==> config.mk <==
export PLATFORM = sky130hd
export DESIGN_NAME = rob_top
export DESIGN_NICKNAME = d
export VERILOG_FILES = /design/src/rtl/rob_pkg.sv /design/src/rtl/rob_entries.sv /design/src/rtl/rob_ctrl.sv /design/src/rtl/rob_top.sv
export SDC_FILE = /design/constraint.sdc
export NUM_CORES = 1
export LEC_CHECK = 0
export ABC_CLOCK_PERIOD_IN_PS = 5900
export BUFFER_PORTS_ARGS = -buffer_cell sky130_fd_sc_hd__buf_4
export CORE_ASPECT_RATIO = 0.7
export CORE_MARGIN = 2
export CORE_UTILIZATION = 40
export CTS_CLUSTER_SIZE = 16
export DETAILED_ROUTE_END_ITERATION = 12
export PLACE_DENSITY = 0.65
export SYNTH_ARGS = -nofsm -noshare
export SYNTH_HDL_FRONTEND = slang
export SYNTH_SLANG_ARGS = --single-unit
==> constraint.sdc <==
create_clock -name clk -period 5.9 [get_ports clk]
set_clock_uncertainty 0.15 [all_clocks]
set_input_delay 0.295 -clock clk [delete_from_list [all_inputs] [get_ports clk]]
set_output_delay 0.295 -clock clk [all_outputs]
set_load 0.02 [all_outputs]
==> src/rtl/rob_pkg.sv <==
package rob_pkg;

    localparam int ROB_SLOTS = 6;
    localparam int ARCH_REGS = 32;
    localparam int WORD_W    = 32;
    localparam int ADDR_W    = 32;

    typedef enum logic [1:0] {
        OCC_EMPTY   = 2'd0,
        OCC_PARTIAL = 2'd1,
        OCC_FULL    = 2'd2
    } occ_state_e;

endpackage

==> src/rtl/rob_entries.sv <==
module rob_entries #(
    parameter int DEPTH  = 6,
    parameter int TAG_W  = 3,
    parameter int DATA_W = 32,
    parameter int PC_W   = 32,
    parameter int REG_W  = 5
) (
    input  logic              clk,
    input  logic              rst_n,
    input  logic              alloc_we,
    input  logic [TAG_W-1:0]  alloc_idx,
    input  logic [PC_W-1:0]   alloc_pc,
    input  logic              alloc_has_dst,
    input  logic [REG_W-1:0]  alloc_dst,
    input  logic              cmp_we,
    input  logic [TAG_W-1:0]  cmp_idx,
    input  logic [DATA_W-1:0] cmp_value,
    input  logic              cmp_exc,
    input  logic [DEPTH-1:0]  kill,
    input  logic [TAG_W-1:0]  rd_idx,
    output logic [DEPTH-1:0]  valid_vec,
    output logic [DEPTH-1:0]  done_vec,
    output logic [PC_W-1:0]   rd_pc,
    output logic              rd_has_dst,
    output logic [REG_W-1:0]  rd_dst,
    output logic [DATA_W-1:0] rd_value,
    output logic              rd_exc
);

    logic              valid_q   [DEPTH];
    logic              done_q    [DEPTH];
    logic [PC_W-1:0]   pc_q      [DEPTH];
    logic              hasdst_q  [DEPTH];
    logic [REG_W-1:0]  dst_q     [DEPTH];
    logic [DATA_W-1:0] value_q   [DEPTH];
    logic              exc_q     [DEPTH];

    for (genvar g = 0; g < DEPTH; g++) begin : g_slot
        // Slot lifecycle: kill wins, then a fresh claim, then a completion.
        always_ff @(posedge clk or negedge rst_n) begin
            if (!rst_n) begin
                valid_q[g]  <= 1'b0;
                done_q[g]   <= 1'b0;
                pc_q[g]     <= '0;
                hasdst_q[g] <= 1'b0;
                dst_q[g]    <= '0;
                value_q[g]  <= '0;
                exc_q[g]    <= 1'b0;
            end else if (kill[g]) begin
                valid_q[g] <= 1'b0;
                done_q[g]  <= 1'b0;
            end else if (alloc_we && alloc_idx == TAG_W'(g)) begin
                valid_q[g]  <= 1'b1;
                done_q[g]   <= 1'b0;
                exc_q[g]    <= 1'b0;
                pc_q[g]     <= alloc_pc;
                hasdst_q[g] <= alloc_has_dst;
                dst_q[g]    <= alloc_dst;
            end else if (cmp_we && cmp_idx == TAG_W'(g)) begin
                done_q[g]  <= 1'b1;
                value_q[g] <= cmp_value;
                exc_q[g]   <= cmp_exc;
            end
        end

        assign valid_vec[g] = valid_q[g];
        assign done_vec[g]  = done_q[g];

        // a slot only becomes complete through an accepted completion
        p_done_src_r3: assert property (@(posedge clk) disable iff (!rst_n)
            (done_q[g] && !$past(done_q[g])) |-> $past(cmp_we && cmp_idx == TAG_W'(g)));

        // a completed slot stays live until it is killed
        p_done_live_r4: assert property (@(posedge clk) disable iff (!rst_n)
            done_q[g] |-> valid_q[g]);
    end

    assign rd_pc      = pc_q[rd_idx];
    assign rd_has_dst = hasdst_q[rd_idx];
    assign rd_dst     = dst_q[rd_idx];
    assign rd_value   = value_q[rd_idx];
    assign rd_exc     = exc_q[rd_idx];

endmodule

==> src/rtl/rob_ctrl.sv <==
module rob_ctrl
    import rob_pkg::*;
#(
    parameter int DEPTH = 6,
    parameter int TAG_W = 3,
    parameter int CNT_W = 3
) (
    input  logic             clk,
    input  logic             rst_n,
    input  logic             alloc_valid,
    input  logic             cmp_valid,
    input  logic [TAG_W-1:0] cmp_tag,
    input  logic             cmp_mispredict,
    input  logic [DEPTH-1:0] valid_vec,
    input  logic [DEPTH-1:0] done_vec,
    input  logic             head_exc,
    output logic [TAG_W-1:0] head,
    output logic [TAG_W-1:0] tail,
    output logic             alloc_ready,
    output logic             full,
    output logic             alloc_fire,
    output logic             cmp_fire,
    output logic             flush_fire,
    output logic             commit_fire,
    output logic             exc_fire,
    output logic [DEPTH-1:0] kill
);

    localparam logic [TAG_W-1:0] LAST_SLOT = TAG_W'(DEPTH - 1);
    localparam logic [CNT_W-1:0] CAP       = CNT_W'(DEPTH);

    function automatic logic [TAG_W-1:0] wrap_inc(input logic [TAG_W-1:0] p);
        return (p == LAST_SLOT) ? '0 : p + 1'b1;
    endfunction

    function automatic logic [TAG_W-1:0] age_of(input logic [TAG_W-1:0] idx,
                                                input logic [TAG_W-1:0] hd);
        if (idx >= hd) return idx - hd;
        else           return TAG_W'(idx + TAG_W'(DEPTH) - hd);
    endfunction

    occ_state_e       state_q, state_d;
    logic [TAG_W-1:0] head_q, head_d, tail_q, tail_d;
    logic [CNT_W-1:0] count_q, count_d;
    logic             tag_in_range, tag_live, tag_done, head_ready;

    // State register process
    always_ff @(posedge clk or negedge rst_n) begin
        if (!rst_n) begin
            state_q <= OCC_EMPTY;
            head_q  <= '0;
            tail_q  <= '0;
            count_q <= '0;
        end else begin
            state_q <= state_d;
            head_q  <= head_d;
            tail_q  <= tail_d;
            count_q <= count_d;
        end
    end

    // Event decode
    always_comb begin
        tag_in_range = (cmp_tag <= LAST_SLOT);
        tag_live     = tag_in_range && valid_vec[cmp_tag];
        tag_done     = tag_in_range && done_vec[cmp_tag];
        head_ready   = valid_vec[head_q] && done_vec[head_q];
        exc_fire     = head_ready && head_exc;
        commit_fire  = head_ready && !head_exc;
        cmp_fire     = cmp_valid && tag_live && !tag_done && !exc_fire;
        flush_fire   = cmp_fire && cmp_mispredict;
    end

    // Next pointers, count and occupancy state
    always_comb begin
        head_d  = head_q;
        tail_d  = tail_q;
        count_d = count_q;
        if (exc_fire) begin
            head_d  = '0;
            tail_d  = '0;
            count_d = '0;
        end else begin
            if (commit_fire) head_d = wrap_inc(head_q);
            if (flush_fire) begin
                tail_d  = wrap_inc(cmp_tag);
                count_d = CNT_W'(age_of(cmp_tag, head_q)) + CNT_W'(1)
                        - CNT_W'(commit_fire);
            end else begin
                if (alloc_fire) tail_d = wrap_inc(tail_q);
                count_d = count_q + CNT_W'(alloc_fire) - CNT_W'(commit_fire);
            end
        end

        state_d = state_q;
        if (exc_fire) begin
            state_d = OCC_EMPTY;                       // trap-clear
        end else begin
            unique case (state_q)
                OCC_EMPTY:
                    if (count_d != '0) state_d = OCC_PARTIAL;      // fill
                OCC_PARTIAL:
                    if (count_d == '0)       state_d = OCC_EMPTY;  // drain-last
                    else if (count_d == CAP) state_d = OCC_FULL;   // top-off
                OCC_FULL:
                    if (count_d == '0)        state_d = OCC_EMPTY;
                    else if (count_d != CAP)  state_d = OCC_PARTIAL; // drain-one
                default: state_d = OCC_EMPTY;
            endcase
        end
    end

    // Output process
    always_comb begin
        full        = (state_q == OCC_FULL);
        alloc_ready = !full && !exc_fire && !flush_fire;
        alloc_fire  = alloc_valid && alloc_ready;
        head        = head_q;
        tail        = tail_q;
        for (int i = 0; i < DEPTH; i++) begin
            kill[i] = exc_fire
                   || (commit_fire && head_q == TAG_W'(i))
                   || (flush_fire && valid_vec[i]
                       && age_of(TAG_W'(i), head_q) > age_of(cmp_tag, head_q));
        end
    end

    // occupancy never exceeds the slot count
    p_no_overflow_r2: assert property (@(posedge clk) disable iff (!rst_n)
        count_q <= CAP);

    // a full buffer stays full without a retirement, flush or trap
    p_full_holds_r2: assert property (@(posedge clk) disable iff (!rst_n)
        (full && !commit_fire && !exc_fire && !flush_fire) |=> full);

    // each retirement advances the head by exactly one slot
    p_head_step_r4: assert property (@(posedge clk) disable iff (!rst_n)
        commit_fire |=> head_q == wrap_inc($past(head_q)));

    // an exception report leaves the buffer empty at slot zero
    p_trap_clear_r6: assert property (@(posedge clk) disable iff (!rst_n)
        exc_fire |=> (state_q == OCC_EMPTY && head_q == '0 && tail_q == '0));

    // a flush reopens allocation right after the branch
    p_flush_tail_r7: assert property (@(posedge clk) disable iff (!rst_n)
        flush_fire |=> tail_q == wrap_inc($past(cmp_tag)));

    // no allocation or completion accepted while trapping
    p_trap_block_r8: assert property (@(posedge clk) disable iff (!rst_n)
        exc_fire |-> (!alloc_fire && !cmp_fire));

endmodule

==> src/rtl/rob_top.sv <==
module rob_top
    import rob_pkg::*;
#(
    parameter int DEPTH     = ROB_SLOTS,
    parameter int NUM_REGS  = ARCH_REGS,
    parameter int DATA_W    = WORD_W,
    parameter int PC_W      = ADDR_W
) (
    input  logic                          clk,
    input  logic                          rst_n,
    input  logic                          alloc_valid,
    input  logic [PC_W-1:0]               alloc_pc,
    input  logic                          alloc_has_dst,
    input  logic [$clog2(NUM_REGS)-1:0]   alloc_dst,
    output logic                          alloc_ready,
    output logic [$clog2(DEPTH)-1:0]      alloc_tag,
    output logic                          full,
    input  logic                          cmp_valid,
    input  logic [$clog2(DEPTH)-1:0]      cmp_tag,
    input  logic [DATA_W-1:0]             cmp_value,
    input  logic                          cmp_exc,
    input  logic                          cmp_mispredict,
    output logic                          bcast_valid,
    output logic [$clog2(DEPTH)-1:0]      bcast_tag,
    output logic                          rf_we,
    output logic [$clog2(NUM_REGS)-1:0]   rf_waddr,
    output logic [DATA_W-1:0]             rf_wdata,
    output logic                          exc_valid,
    output logic [PC_W-1:0]               exc_pc,
    output logic                          flush_valid,
    output logic [$clog2(DEPTH)-1:0]      flush_tag
);

    localparam int TAG_W = $clog2(DEPTH);
    localparam int REG_W = $clog2(NUM_REGS);
    localparam int CNT_W = $clog2(DEPTH + 1);

    logic [TAG_W-1:0]  head, tail;
    logic              alloc_fire, cmp_fire, flush_fire, commit_fire, exc_fire;
    logic [DEPTH-1:0]  kill, valid_vec, done_vec;
    logic [PC_W-1:0]   head_pc;
    logic              head_has_dst, head_exc;
    logic [REG_W-1:0]  head_dst;
    logic [DATA_W-1:0] head_value;

    rob_ctrl #(.DEPTH(DEPTH), .TAG_W(TAG_W), .CNT_W(CNT_W)) u_ctrl (
        .clk            (clk),
        .rst_n          (rst_n),
        .alloc_valid    (alloc_valid),
        .cmp_valid      (cmp_valid),
        .cmp_tag        (cmp_tag),
        .cmp_mispredict (cmp_mispredict),
        .valid_vec      (valid_vec),
        .done_vec       (done_vec),
        .head_exc       (head_exc),
        .head           (head),
        .tail           (tail),
        .alloc_ready    (alloc_ready),
        .full           (full),
        .alloc_fire     (alloc_fire),
        .cmp_fire       (cmp_fire),
        .flush_fire     (flush_fire),
        .commit_fire    (commit_fire),
        .exc_fire       (exc_fire),
        .kill           (kill)
    );

    rob_entries #(.DEPTH(DEPTH), .TAG_W(TAG_W), .DATA_W(DATA_W),
                  .PC_W(PC_W), .REG_W(REG_W)) u_entries (
        .clk           (clk),
        .rst_n         (rst_n),
        .alloc_we      (alloc_fire),
        .alloc_idx     (tail),
        .alloc_pc      (alloc_pc),
        .alloc_has_dst (alloc_has_dst),
        .alloc_dst     (alloc_dst),
        .cmp_we        (cmp_fire),
        .cmp_idx       (cmp_tag),
        .cmp_value     (cmp_value),
        .cmp_exc       (cmp_exc),
        .kill          (kill),
        .rd_idx        (head),
        .valid_vec     (valid_vec),
        .done_vec      (done_vec),
        .rd_pc         (head_pc),
        .rd_has_dst    (head_has_dst),
        .rd_dst        (head_dst),
        .rd_value      (head_value),
        .rd_exc        (head_exc)
    );

    always_comb begin
        alloc_tag   = tail;
        bcast_valid = cmp_fire;
        bcast_tag   = cmp_tag;
        rf_we       = commit_fire && head_has_dst;
        rf_waddr    = head_dst;
        rf_wdata    = head_value;
        exc_valid   = exc_fire;
        exc_pc      = head_pc;
        flush_valid = flush_fire;
        flush_tag   = cmp_tag;
    end

    // a trap never coincides with a register write
    p_trap_no_write_r6: assert property (@(posedge clk) disable iff (!rst_n)
        exc_valid |-> !rf_we);

    // a broadcast tag has completed in the following cycle
    p_bcast_done_r3: assert property (@(posedge clk) disable iff (!rst_n)
        bcast_valid |=> done_vec[$past(bcast_tag)]);

endmodule

==> impl_metrics.toml <==
[cells_and_area]
fin_nets = 1880
drive_gt1_frac = 0.346
areaGrowthSynthToFinish_pct = 18.5
fin_area_um2 = 26200

[placement]
place_congestion = 0.859
dpl.hpwl_mm = 31.0
post_dp_cell_area_um2 = 23900
portBuffers = 162

[sta]
worst_pin_slew_ns = 1.01
max_slew_margin = 0.328
fmaxAchievable_ghz = 0.211
final_hold_viol_count = 0
post-route-min-period_ns = 4.75
finalSetupViolCount = 0
period_share = 0.804
drv_slew = 0
rsz0062_at_grt = "no"
fin_tns_setup_ns = 0

[global_route]
grt_pass1_wl_mm = 84.6
grt_max_degree = 121
grt_overflow = 0
antenna_found_initial = 2
grt_pass1_vias = 14867
track_usage = 0.185

[logic_synthesis]
syn_avg_cell_area_um2 = 14.2
synth_edf_count = 0
synthArstFlopShare = 1.00
synth.area.top_cells = "dfrtp_1 51%, mux2_2 9.5%, mux2_1 8.7%"
synth_top_area_frac = 0.507
syn_inst = 1556
synth_nets = 1671
synth_cell_type_count = 75
synth_common_cells = "449 x dfrtp_1, 187 x mux2_2, 172 x mux2_1"
synth_top_area_cell = "dfrtp_1"
yosysMostFrequentCell = "dfrtp_1"
ys_seq_elements = 449
yosys_warnings = 0
syn_area_um2 = 22200
synth_sequential_area_ratio = 0.507
synth_ff_type = "dfrtp_1"

[detailed_routing]
vias_per_cell = 5.33
avgRoutedWirePerCell_um = 20.4
routed_wl_mm = 51.9
vias = 13552
drc = 0
drt-initial-drc-count = 880
ant_nets = 0
drt_pre_antenna_iters = 7

[floorplanning]
rows = 72
die_w_um = 285
initial_core_util = 0.403
die_h_um = 201
die-area_um2 = 57300
io_pins = 163
fp.coreArea_um2 = 55000

[min_path]
holdPathEnd = "u_ctrl.tail[1]$_DFFE_PN0P_"
hp-start = "cmp_tag[2]"
hold_depth = 4
hp-class = "input port to flip-flop"

[flow_run]
cap_violations = 0

[clocking]
insertion_delay_ns = 0.58
cts_inserted_buffers = 46
cts.reportedPaths.clkPinSlew_ns = 0.06
h-tree-depth = 2
post_cts_resized = 0
clockBufferDepth = 3
tritoncts = "yes"
clockRootBuffer = "clkbuf_16"
cts.sinks = 449
cts_setup_buffers = 0

[critical_path]
cp.arrival_ns = 5.06
crit_type = "flip-flop to flip-flop"
timing.critical_path.from = "u_ctrl.head[1]$_DFFE_PN0P_"
rrSetupSlack_ns = 1.15
crit_chain = "inv_1 > ha_1 > a21oi_1 > inv_1 > a21oi_1 > xnor2_1 > inv_1 > ha_1 > nor2b_1 > o21ai_0 > a21oi_1 > a211oi_2 > nand3b_4 > mux2_1"
critPathCaptureType = "flip-flop"
max_stage_delay_ns = 0.80
critical_path.startpoint_type = "flip-flop"
r2r.worst_path.cells = 14
crit_slowest_cell = "dfrtp_4"
rr_startpoint = "u_ctrl.head[1]$_DFFE_PN0P_"
crit_fanout = 36
timing.rr.end = "u_entries.value_q[70]$_DFFE_PN0P_"
worstPathRequired_ns = 6.21

[power]
leakagePower_nw = 11.8
vdd.ir_drop.worst_v = 0.000286
p_per_area_nw_per_um2 = 615

[status]
status = "finished clean"
## critical path, delay by kind of cell (launching register included)
| family | cells | cell delay [ns] |
|---|---|---|
| AOI/OAI and AO/OA | 5 | 1.11 |
| adders and majority gates | 2 | 0.59 |
| muxes | 1 | 0.51 |
| buffers and inverters | 3 | 0.56 |
| DFF | 1 | 0.80 |
| and+or+nand+nor | 2 | 0.67 |
| xor gates and xnor gates | 1 | 0.17 |
## registers in the layout, indices dropped and copies added, names as in the netlist
register	count
u_entries.valid_vec	6
u_ctrl.count_q	3
u_ctrl.tail	3
u_ctrl.state_q	2
u_entries.value_q	192
u_entries.pc_q	192
u_entries.done_vec	6
u_entries.exc_q	6
u_ctrl.head	3
u_entries.dst_q	30
u_entries.hasdst_q	6
## timing repair
item                                    4_1_cts  5_1_grt
endpoints found under the hold margin       537        0
hold buffers                                 75        0
endpoints found under the setup margin        0        0
## power by group
part,internal (mW),switching (mW)
logic,3.84,3.73
registers,4.62,0.870
clock network,1.84,1.24
## stage by stage
| step | power (mW) | worst slack (ns) | instances | hold slack [ns] | utilization |
|---|---|---|---|---|---|
| after global routing | 17.2 | 0.809 | 2541 | 0.0599 | 0.478 |
| after CTS | 16.3 | 1.11 | 2541 | 0.00993 | 0.478 |
| after detailed placement | 13.1 | 1.12 | 2382 | 0.258 | 0.434 |
| after global placement | 12.9 | 1.16 | 2382 | 0.254 | 0.434 |
| after floorplan | 10.7 | 1.75 | 1556 | -0.151 | - |
| final | 16.1 | 1.15 | 2542 | 0.0315 | 0.478 |
## cell type report
class | instances | area (µm²)
Sequential cell | 449 | 11200
Clock buffer | 65 | 1360
Tap cell | 740 | 926
Fill cell | 4800 | 28700
Antenna cell | 1 | 2.50
Timing Repair Buffer | 259 | 2230
Multi-Input combinational cell | 983 | 10100
Inverter | 26 | 97.6
Clock inverter | 19 | 253
## routing by layer
layer / up-vias / GRT usage / routed length [µm]
li1: 6127 / - / -
met1: 7094 / 0.274 / 25400
met2: 260 / 0.282 / 23300
met3: 69 / 0.0317 / 2190
met4: 2 / 0.0488 / 1020
met5: - / 0 / 11
## kinds of logic (layout without fill, tap and decap cells)
family          Yosys count  count (layout)  synth area share
other cells               0               1                 0
compound gates          168             168            0.0500
fa+ha+maj                36              36            0.0210
flops                   449             449             0.507
mux                     569             569             0.332
simple gates            195             195            0.0484
xor+xnor                 15              15           0.00593
buf+inv                 124             369            0.0358
## worst max path at each step
stage | end | slack [ns] | cells after the start
final | u_entries.value_q[70]$_DFFE_PN0P_ | 1.15 | 14
after global routing | u_entries.value_q[95]$_DFFE_PN0P_ | 0.81 | 14
after CTS | u_entries.value_q[95]$_DFFE_PN0P_ | 1.11 | 14
after detailed placement | u_entries.value_q[76]$_DFFE_PN0P_ | 1.12 | 14
after global placement | u_entries.value_q[70]$_DFFE_PN0P_ | 1.16 | 14
after floorplan | u_entries.dst_q[25]$_DFFE_PN0P_ | 1.75 | 16
## placed cells by master, fill, tap and decap left out, types with 11 or more instances in the layout
cell	instances
mux2_1	172
inv_1	23
dlygate4sd3_1	75
mux2_2	187
clkbuf_8	12
nor2_1	24
buf_4	176
clkbuf_16	47
dfrtp_1	447
xnor2_1	11
mux2_4	63
mux2i_1	76
nand2_1	100
o21ai_0	95
mux4_2	71
ha_1	34
a21oi_1	22
Note: power is estimated with default switching activity, not from simulation.
